[config.mk]
export PLATFORM = sky130hd
export DESIGN_NAME = page_mapper
export DESIGN_NICKNAME = d
export VERILOG_FILES = /design/src/rtl/page_map_pkg.sv /design/src/rtl/map_page_regs.sv /design/src/rtl/map_window_decode.sv /design/src/rtl/map_translate.sv /design/src/rtl/page_mapper.sv
export SDC_FILE = /design/constraint.sdc
export NUM_CORES = 1
export LEC_CHECK = 0
export ABC_AREA = 1
export BUFFER_PORTS_ARGS = -buffer_cell sky130_fd_sc_hd__buf_4
export CORE_UTILIZATION = 45
export DETAILED_ROUTE_END_ITERATION = 10
export HOLD_SLACK_MARGIN = 0.05
export SLEW_MARGIN = 25
export SYNTH_ARGS = -nofsm -noshare
export SYNTH_HDL_FRONTEND = slang
export SYNTH_SLANG_ARGS = --single-unit
[constraint.sdc]
create_clock -name clk -period 2.45 [get_ports clk]
set_input_delay 0 -clock clk [delete_from_list [all_inputs] [get_ports clk]]
set_output_delay 0 -clock clk [all_outputs]
set_load 0.05 [all_outputs]
[src/rtl/page_map_pkg.sv]
package page_map_pkg;
   localparam int unsigned PM_LADDR_W = 16;
   localparam int unsigned PM_WIN_BITS = 3;
   localparam int unsigned PM_PAGE_W = 8;

   function automatic logic [PM_PAGE_W-1:0] boot_page(input int unsigned base, input int unsigned n);
      return PM_PAGE_W'(base + n);
   endfunction
endpackage

[src/rtl/map_page_regs.sv]
module map_page_regs
   import page_map_pkg::*;
#(
   parameter int unsigned NREG     = 8,
   parameter int unsigned PAGE_W   = 8,
   parameter int unsigned RST_BASE = 'hF0,
   localparam int unsigned IDX_W   = $clog2(NREG)
) (
   input  logic              clk,
   input  logic              rst_n,
   input  logic              wr_en,
   input  logic [IDX_W-1:0]  wr_idx,
   input  logic [PAGE_W-1:0] wr_data,
   input  logic [IDX_W-1:0]  xl_idx,
   input  logic [IDX_W-1:0]  rd_idx,
   output logic [PAGE_W-1:0] xl_page,
   output logic [PAGE_W-1:0] rd_page
);
   logic [NREG-1:0][PAGE_W-1:0] pages;

   for (genvar g = 0; g < NREG; g++) begin : g_reg
      always_ff @(posedge clk or negedge rst_n) begin
         if (!rst_n)
            pages[g] <= boot_page(RST_BASE, g);
         else if (wr_en && (wr_idx == IDX_W'(g)))
            pages[g] <= wr_data;
      end
   end

   assign xl_page = pages[xl_idx];
   assign rd_page = pages[rd_idx];

   // selected register takes the written byte
   p_write_lands_r3: assert property (@(posedge clk) disable iff (!rst_n)
      wr_en |=> pages[$past(wr_idx)] == $past(wr_data));
   // no write, no change
   p_hold_without_write_r10: assert property (@(posedge clk) disable iff (!rst_n)
      !wr_en |=> $stable(pages));
endmodule

[src/rtl/map_window_decode.sv]
module map_window_decode #(
   parameter int unsigned LADDR_W     = 16,
   parameter int unsigned WIN_BITS    = 3,
   parameter logic [15:0] NATIVE_BASE = 16'hF110,
   parameter logic [15:0] COMPAT_BASE = 16'h8000
) (
   input  logic               compat_mode,
   input  logic [LADDR_W-1:0] addr,
   output logic               hit,
   output logic [WIN_BITS-1:0] idx
);
   localparam int unsigned TAG_W = LADDR_W - WIN_BITS;
   localparam logic [1:0][LADDR_W-1:0] BASES = {LADDR_W'(COMPAT_BASE), LADDR_W'(NATIVE_BASE)};

   logic [1:0] match;

   for (genvar m = 0; m < 2; m++) begin : g_mode
      if (BASES[m][WIN_BITS-1:0] != '0) begin : g_bad
         $error("register range base must be aligned to the register count");
      end
      assign match[m] = (addr[LADDR_W-1:WIN_BITS] == BASES[m][LADDR_W-1:WIN_BITS]);
   end

   assign hit = compat_mode ? match[1] : match[0];
   assign idx = addr[WIN_BITS-1:0];

   logic [TAG_W-1:0] unused_tag;
   assign unused_tag = addr[LADDR_W-1:WIN_BITS];
endmodule

[src/rtl/map_translate.sv]
module map_translate #(
   parameter int unsigned LADDR_W  = 16,
   parameter int unsigned WIN_BITS = 3,
   parameter int unsigned PAGE_W   = 8,
   parameter int unsigned MID_W    = 3,
   localparam int unsigned OFF_W   = LADDR_W - WIN_BITS,
   localparam int unsigned TOP_W   = PAGE_W - WIN_BITS - MID_W
) (
   input  logic [PAGE_W-1:0]  page,
   input  logic [OFF_W-1:0]   offset,
   output logic [LADDR_W-1:0] conv,
   output logic [MID_W-1:0]   ext_mid,
   output logic [TOP_W-1:0]   ext_top
);
   if (TOP_W < 1) begin : g_chk
      $error("page width too small for the extension groups");
   end

   assign conv    = {page[WIN_BITS-1:0], offset};
   assign ext_mid = page[WIN_BITS +: MID_W];
   assign ext_top = page[PAGE_W-1 -: TOP_W];
endmodule

[src/rtl/page_mapper.sv]
module page_mapper
   import page_map_pkg::*;
#(
   parameter int unsigned LADDR_W     = PM_LADDR_W,
   parameter int unsigned WIN_BITS    = PM_WIN_BITS,
   parameter int unsigned PAGE_W      = PM_PAGE_W,
   parameter int unsigned MID_W       = 3,
   parameter logic [15:0] NATIVE_BASE = 16'hF110,
   parameter logic [15:0] COMPAT_BASE = 16'h8000,
   parameter int unsigned RST_BASE    = 'hF0,
   localparam int unsigned NREG       = 1 << WIN_BITS,
   localparam int unsigned OFF_W      = LADDR_W - WIN_BITS,
   localparam int unsigned TOP_W      = PAGE_W - WIN_BITS - MID_W
) (
   input  logic               clk,
   input  logic               rst_n,
   input  logic               compat_mode,
   input  logic [LADDR_W-1:0] cpu_addr,
   input  logic               cpu_wr,
   input  logic               cpu_rd,
   input  logic [PAGE_W-1:0]  cpu_wdata,
   output logic [PAGE_W-1:0]  cpu_rdata,
   output logic [LADDR_W-1:0] phys_addr,
   output logic [MID_W-1:0]   ext_mid,
   output logic [TOP_W-1:0]   ext_top,
   output logic               phys_valid
);
   if (LADDR_W != 16 || WIN_BITS > 8) begin : g_chk
      $error("logical address width must be 16 with at most 8 window bits");
   end

   logic                reg_hit;
   logic [WIN_BITS-1:0] reg_idx;
   logic [PAGE_W-1:0]   xl_page, rd_page;

   map_window_decode #(
      .LADDR_W(LADDR_W), .WIN_BITS(WIN_BITS),
      .NATIVE_BASE(NATIVE_BASE), .COMPAT_BASE(COMPAT_BASE)
   ) u_dec (
      .compat_mode(compat_mode), .addr(cpu_addr), .hit(reg_hit), .idx(reg_idx)
   );

   map_page_regs #(.NREG(NREG), .PAGE_W(PAGE_W), .RST_BASE(RST_BASE)) u_regs (
      .clk(clk), .rst_n(rst_n),
      .wr_en(cpu_wr && reg_hit), .wr_idx(reg_idx), .wr_data(cpu_wdata),
      .xl_idx(cpu_addr[LADDR_W-1 -: WIN_BITS]), .rd_idx(reg_idx),
      .xl_page(xl_page), .rd_page(rd_page)
   );

   map_translate #(
      .LADDR_W(LADDR_W), .WIN_BITS(WIN_BITS), .PAGE_W(PAGE_W), .MID_W(MID_W)
   ) u_xl (
      .page(xl_page), .offset(cpu_addr[OFF_W-1:0]),
      .conv(phys_addr), .ext_mid(ext_mid), .ext_top(ext_top)
   );

   assign cpu_rdata  = (cpu_rd && reg_hit) ? rd_page : '0;
   assign phys_valid = (cpu_rd || cpu_wr) && !reg_hit;

   // register accesses never reach the bus
   p_no_bus_on_window_r7: assert property (@(posedge clk) disable iff (!rst_n)
      (cpu_rd && reg_hit) |-> !phys_valid);
   // idle read port is zero
   p_rdata_idle_r6: assert property (@(posedge clk) disable iff (!rst_n)
      !cpu_rd |-> cpu_rdata == '0);
   // read after write to same register returns the written byte
   p_read_after_write_r6: assert property (@(posedge clk) disable iff (!rst_n)
      (cpu_wr && reg_hit) |=>
         ((cpu_rd && cpu_addr == $past(cpu_addr) && compat_mode == $past(compat_mode))
            |-> cpu_rdata == $past(cpu_wdata)));
   // offset bits pass straight through
   p_offset_pass_r2: assert property (@(posedge clk) disable iff (!rst_n)
      phys_valid |-> phys_addr[OFF_W-1:0] == cpu_addr[OFF_W-1:0]);
endmodule

==> results.json, run 1 <==
{
  "rows": 35,
  "drive_gt1_share_pct": 23.75,
  "area_delta_synth_final_pct": 14.51,
  "final.setup.tns_ns": 0,
  "ctsHtreeMaxLevel": 3,
  "io-pin-count": 59,
  "peakVddDrop_mv": 0.3305,
  "cts_resized": 0,
  "wl_per_cell_um": 18.67,
  "crit_path_end_kind": "output port",
  "path_buf_inv": 1,
  "drc": 0,
  "ys_seq_elements": 64,
  "cp.arrival_ns": 1.69,
  "worst-path-max-fanout": 3,
  "clkTransAtPathRegs_ns": 0.07,
  "design.core.area_um2": 9284,
  "port_buffers": 58,
  "clock.fmax_ghz": 0.5934,
  "cp-endpoint": "cpu_rdata[7]",
  "slew_headroom_pct": 45.27,
  "synth_area_leader_cell": "dfstp_2",
  "dr.pass1.iters": 5,
  "tritoncts": "yes",
  "grt_max_degree": 65,
  "r2r-start": "u_regs.pages[29]",
  "crit_type": "register to output port",
  "cap_viol_max_count": 0,
  "p_leak_uw": 0.002289,
  "wl_um": 14360,
  "r2r_end": "u_regs.pages[29]",
  "clk_path_buf_depth": 2,
  "worstRegToRegCells": 2,
  "yosys-top-cells-area": "dfstp_2 27%, nand2_1 16%, dfrtp_1 12%",
  "cts.sinks": 64,
  "dp_hpwl_um": 9763,
  "cp_num_cells": 7,
  "rsz0062_at_grt": "false",
  "drt_iter0_markers": 316,
  "die_y_um": 99.97,
  "netlist_instances": 606,
  "grt_pass1_wl_um": 23000,
  "n_fill_cell": 954,
  "cts-buffers-inserted": 9,
  "hold_path.class": "primary input to register",
  "finClkSkew_ns": 0,
  "gr-total-overflow": 0,
  "route.detailed.vias_per_inst": 5.757,
  "worstPathCellList": "nor2_1 > o21ai_0 > o211ai_1 > nand2_1 > nand2_1 > nor2_1 > buf_4",
  "cp.required_ns": 2.45,
  "largest_reg_flops": 64,
  "num_vias": 4427,
  "clockRootBuffer": "clkbuf_8",
  "hold_viol": 0,
  "yosysWarnings": 0,
  "grt_antenna_before_repair": 0,
  "yosysSeqAreaShare_pct": 38.35,
  "synth_top_area_share_pct": 26.77,
  "clkLatencyLatePin_ns": 0.34,
  "status": "complete, no violations",
  "crit_path_start_kind": "register",
  "setup_viol": 0,
  "cpMaxStageDelayCell": "dfstp_2",
  "synth_nets": 635,
  "slowest_delay_ns": 0.56,
  "finalWorstPathRequiredPeriod_ns": 1.685,
  "max_flop_register": "u_regs.pages",
  "cp_top_family": "flip-flops",
  "gr-usage-all-layers_pct": 30.63,
  "p_per_area_nw_per_um2": 505.6,
  "start_util_pct": 46.52,
  "n_antenna_cell": 0,
  "syn_area_um2": 4319,
  "globalplace.congestion": 0.9938,
  "reg2reg_slack_ns": 1.68,
  "synth_area_per_cell_um2": 7.127,
  "ant_nets": 0,
  "fin_nets": 664,
  "die_area_um2": 9994,
  "dieWidth_um": 99.97,
  "grt_pass1_vias": 4186,
  "crit_start": "u_regs.pages[23]",
  "reg_top3": "u_regs.pages: 64 flops",
  "worstMarginPinSlew_ns": 0.8210,
  "hold_slack_ns": 0.1367,
  "finalCritPeriodShare_pct": 68.79,
  "yosys.cell_types.count": 27,
  "maxSlewViolCount": 0
}
-- kinds of logic (layout without fill, tap and decap cells) --
logic type,count (synthesis),after routing,share of synthesized area (%)
AOI/OAI and AO/OA,102,102,13.04
buffers and inverters,103,137,11.79
DFF,64,64,38.35
and+or+nand+nor,337,337,36.82
-- power breakdown --
part | leakage (uW) | internal, uW | switching, uW
Sequential | 0.000733 | 1060 | 2.18
Clock | 0.000101 | 522 | 452
Combinational | 0.00145 | 134 | 327
Total | 0.00229 | 1720 | 781
-- cells in the mapped netlist --
library cell	n
nand2_1	187
nand4_1	64
nor2_1	52
dfstp_2	44
inv_1	44
o21ai_0	44
a21oi_1	39
dfrtp_1	20
buf_4	16
clkbuf_1	13
buf_1	11
nand3_1	9
buf_2	8
nand4_2	8
buf_6	7
nor2_4	7
o2111ai_1	6
o21a_1	6
nor2_2	5
inv_2	4
nand2_2	3
o22ai_1	3
o211ai_1	2
nand2_4	1
nand3b_1	1
o21bai_1	1
o22a_1	1
-- how the worst min path moves through the flow --
stage          startpoint          endpoint  slack (ns)  cells past startpoint
3_5_place_dp        rst_n  u_regs.pages[43]        0.16                      1
4_1_cts            cpu_wr  u_regs.pages[44]        0.13                      3
2_1_floorplan       rst_n   u_regs.pages[0]       -0.30                      0
6_report           cpu_wr  u_regs.pages[44]        0.14                      3
5_1_grt            cpu_wr  u_regs.pages[55]        0.15                      3
3_3_place_gp        rst_n  u_regs.pages[10]        0.15                      1
-- cell usage in the layout, fill, tap and decap left out --
master	n
nand4_1	64
nand3b_1	1
clkbuf_8	11
nor2_4	8
inv_2	4
clkinvlp_4	2
o22ai_1	3
buf_4	63
nand2_1	187
nand4_2	8
a21oi_1	39
o21bai_1	1
bufinv_16	1
o211ai_1	2
inv_1	44
nand3_1	9
nor2_2	4
dfrtp_1	20
o22a_1	1
nand2_4	1
dfstp_2	44
dlygate4sd3_1	9
o2111ai_1	6
nand2_2	3
nor2_1	52
clkinv_2	2
o21a_1	6
buf_12	1
o21ai_0	44
-- metal layers --
layer | global-route usage (%) | wire (um) | vias up
met2 | 48.65 | 6573 | 198
met3 | 4.735 | 964 | 38
met5 | 0 | 0 | -
met1 | 41.45 | 6242 | 2117
li1 | - | - | 2074
met4 | 13.71 | 578 | 0
-- worst register-to-register path, stage by stage, from the launching register on --
cell and delay, ns:
dfstp_2 0.59, nand2_1 0.07, nand2_1 0.06
-- area by class of cell --
class                           instances  area, um2  share of cell area [%]
Timing Repair Buffer                   73      583.1                   11.79
Tap cell                              129      161.4                   3.263
Clock inverter                          5      55.05                   1.113
Clock buffer                           11      151.4                   3.061
Sequential cell                        64       1657                   33.49
Inverter                               48      180.2                   3.643
Multi-Input combinational cell        439       2158                   43.64
-- metrics by stage --
step / cells / util [%] / area, um2 / setup WS [ns] / total power (uW)
after floorplan: 606 / - / 4319 / 0.9013 / 1384
after global placement: 744 / 50.08 / 4649 / 0.8694 / 1526
after detailed placement: 744 / 50.08 / 4649 / 0.8399 / 1529
after CTS: 769 / 53.27 / 4946 / 0.7630 / 2510
after global routing: 769 / 53.27 / 4946 / 0.5905 / 2603
final: 769 / 53.27 / 4946 / 0.7647 / 2501
-- timing repair --
action / in CTS / in global routing
endpoints found under the hold margin: 84 / 0
buffers inserted: 0 / 0
hold buffers: 9 / 0
(Power assumes the default switching activity.)
==> inputs of run 2 (changes only) <==
--- a/config.mk
+++ b/config.mk
@@ -10,6 +10,7 @@
 export CORE_UTILIZATION = 45
 export DETAILED_ROUTE_END_ITERATION = 10
 export HOLD_SLACK_MARGIN = 0.05
+export PLACE_DENSITY = 0.67
 export SLEW_MARGIN = 25
 export SYNTH_ARGS = -nofsm -noshare
 export SYNTH_HDL_FRONTEND = slang
==> constraint.sdc (replaced) <==
create_clock -name clk -period 1.4 [get_ports clk]
set_input_delay 0 -clock clk [delete_from_list [all_inputs] [get_ports clk]]
set_output_delay 0 -clock clk [all_outputs]
set_load 0.05 [all_outputs]
==> run 2 against run 1 <==
The run now ends with negative setup slack left; worst setup slack got worse by 0.99 ns; final cell count increased by 5.1%; sequential power increased by 75%; non-clock buffer count increased by 39; worst hold slack got worse by 0.054 ns; critical path depth unchanged; critical endpoint is now cpu_rdata[4]; highest routed layer unchanged.
==> results.json, run 2 (synthesis results as in run 1) <==
{
  "status": "complete, but fails checks",
  "violations": "negative setup slack",
  "area_delta_synth_final_pct": 26.30,
  "swShare_pct": 30.93,
  "reg2reg_slack_ns": 0.47,
  "rsz0062_at_grt": "true",
  "die_y_um": 99.97,
  "drive_gt1_share_pct": 35.35,
  "hold_start": "cpu_wr",
  "drt_iter0_markers": 368,
  "clock_power_share_pct": 36.3,
  "wl_um": 14270,
  "tritoncts": "yes",
  "gr-usage-all-layers_pct": 29.47,
  "fin_nets": 703,
  "p_leak_uw": 0.002533,
  "r2r-start": "u_regs.pages[22]",
  "dieWidth_um": 99.97,
  "grt_pass1_wl_um": 22170,
  "worstPathCellList": "inv_1 > nand2_1 > o2111ai_1 > nand2_1 > nand2_2 > nor2_2 > buf_6",
  "finalWorstPathRequiredPeriod_ns": 1.629,
  "cap_viol_max_count": 0,
  "largest_reg_flops": 64,
  "layout_common_cells": "180 x nand2_1, 83 x buf_4, 64 x nand4_1, 44 x nor2_1, 44 x dfstp_2",
  "rows": 35,
  "worst-path-max-fanout": 2,
  "clock.fmax_ghz": 0.6140,
  "drc": 0,
  "setup_viol": 16,
  "slowest_delay_ns": 0.53,
  "power.net_switching_uw": 1364,
  "grt_antenna_before_repair": 0,
  "hold_end": "u_regs.pages[58]",
  "cp.arrival_ns": 1.63,
  "power.internal_uw": 3046,
  "finalCritPeriodShare_pct": 116.3,
  "crit_path_frequent_cell": "nand2_1",
  "pwr-share-seq_pct": 42.3,
  "clockRootBuffer": "clkbuf_8",
  "dp_cells": 767,
  "globalplace.congestion": 0.8949,
  "design.core.area_um2": 9284,
  "dr.pass1.iters": 5,
  "clk_path_buf_depth": 2,
  "r2r_end": "u_regs.pages[22]",
  "final_common_cell": "nand2_1",
  "n_antenna_cell": 0,
  "crit_path_start_kind": "register",
  "cts-buffers-inserted": 9,
  "worstMarginPinSlew_ns": 0.7592,
  "dp_hpwl_um": 9486,
  "hold_slack_ns": 0.08236,
  "max_flop_register": "u_regs.pages",
  "io-pin-count": 59,
  "peakVddDrop_mv": 0.4709,
  "hold_path.class": "primary input to register",
  "start_util_pct": 46.52,
  "route.detailed.vias_per_inst": 5.670,
  "p_per_area_nw_per_um2": 808.4,
  "final.setup.tns_ns": -2.260,
  "hold_viol": 0,
  "wl_per_cell_um": 17.66,
  "ctsHtreeMaxLevel": 3,
  "ant_nets": 0,
  "crit_type": "register to output port",
  "grt_max_degree": 65,
  "gr-total-overflow": 0,
  "crit_path_end_kind": "output port",
  "cp.required_ns": 1.40,
  "grt_pass1_vias": 4346,
  "cpMaxStageDelayCell": "dfstp_2",
  "maxSlewViolCount": 0,
  "cts.sinks": 64,
  "clkTransAtPathRegs_ns": 0.08,
  "slew_headroom_pct": 49.33,
  "combPwrFrac_pct": 21.4,
  "whs_path_depth": 3,
  "port_buffers": 58,
  "setup_slack_ns": -0.2286,
  "die_area_um2": 9994,
  "num_vias": 4581,
  "worstRegToRegCells": 4,
  "finClkSkew_ns": 0,
  "reg_top3": "u_regs.pages: 64 flops",
  "clkLatencyLatePin_ns": 0.34,
  "fin_cells": 808
}
## run 2: per-stage QoR
step | power (uW) | worst slack (ns) | utilization [%] | cell area, um2
after global placement | 2732 | 0.09228 | 52.26 | 4852
after global routing | 4569 | -0.3132 | 58.76 | 5455
after floorplan | 2423 | -0.1466 | - | 4324
after CTS | 4396 | -0.2070 | 57.47 | 5335
final | 4410 | -0.2286 | 58.76 | 5455
after detailed placement | 2744 | 0.06202 | 52.26 | 4852
## run 2: how the worst max path moves through the flow
| stage | startpoint | end | slack [ns] | cells after the start |
|---|---|---|---|---|
| CTS | u_regs.pages[31] | cpu_rdata[7] | -0.21 | 7 |
| finish | u_regs.pages[44] | cpu_rdata[4] | -0.23 | 7 |
| detailed placement | cpu_addr[9] | u_regs.pages[1] | 0.06 | 9 |
| floorplan | u_regs.pages[8] | cpu_rdata[0] | -0.15 | 6 |
| global placement | cpu_addr[9] | u_regs.pages[2] | 0.09 | 9 |
| global route | u_regs.pages[63] | cpu_rdata[7] | -0.31 | 7 |
## run 2: routing by layer
layer,up-vias,track usage [%],wire [um]
met3,48,5.432,1104
li1,2158,-,-
met4,0,14.60,510
met2,238,46.95,6728
met1,2137,38.70,5928
met5,-,0,0
## run 2: worst max-delay path: cells and delay by family, from the launching register on
family / cells / cell delay [ns]
AND/OR/NAND/NOR: 4 / 0.40
buffers and inverters: 2 / 0.23
flip-flops: 1 / 0.53
AO/OA/AOI/OAI: 1 / 0.12
## run 2: repair_timing
action,CTS,global route
buffers inserted,10,6
hold buffers,9,0
endpoints found under the hold margin,104,0
pin swaps,30,36
gates resized for setup,64,34
setup endpoints to repair,16,16
## run 2: layout make-up
class / count / area [um2]
Clock inverter: 3 / 42.54
Sequential cell: 64 / 1657
Timing Repair Buffer: 112 / 968.4
Inverter: 48 / 180.2
Tap cell: 129 / 161.4
Multi-Input combinational cell: 439 / 2297
Clock buffer: 13 / 148.9
Fill cell: 885 / 3829
## run 2: power groups by stage
stage          Sequential, uW  Combinational, uW  Clock, uW
2_1_floorplan            1890                529          0
3_3_place_gp             1900                837          0
3_5_place_dp             1900                849          0
4_1_cts                  1870                915       1620
5_1_grt                  1870               1000       1700
6_report                 1870                945       1600
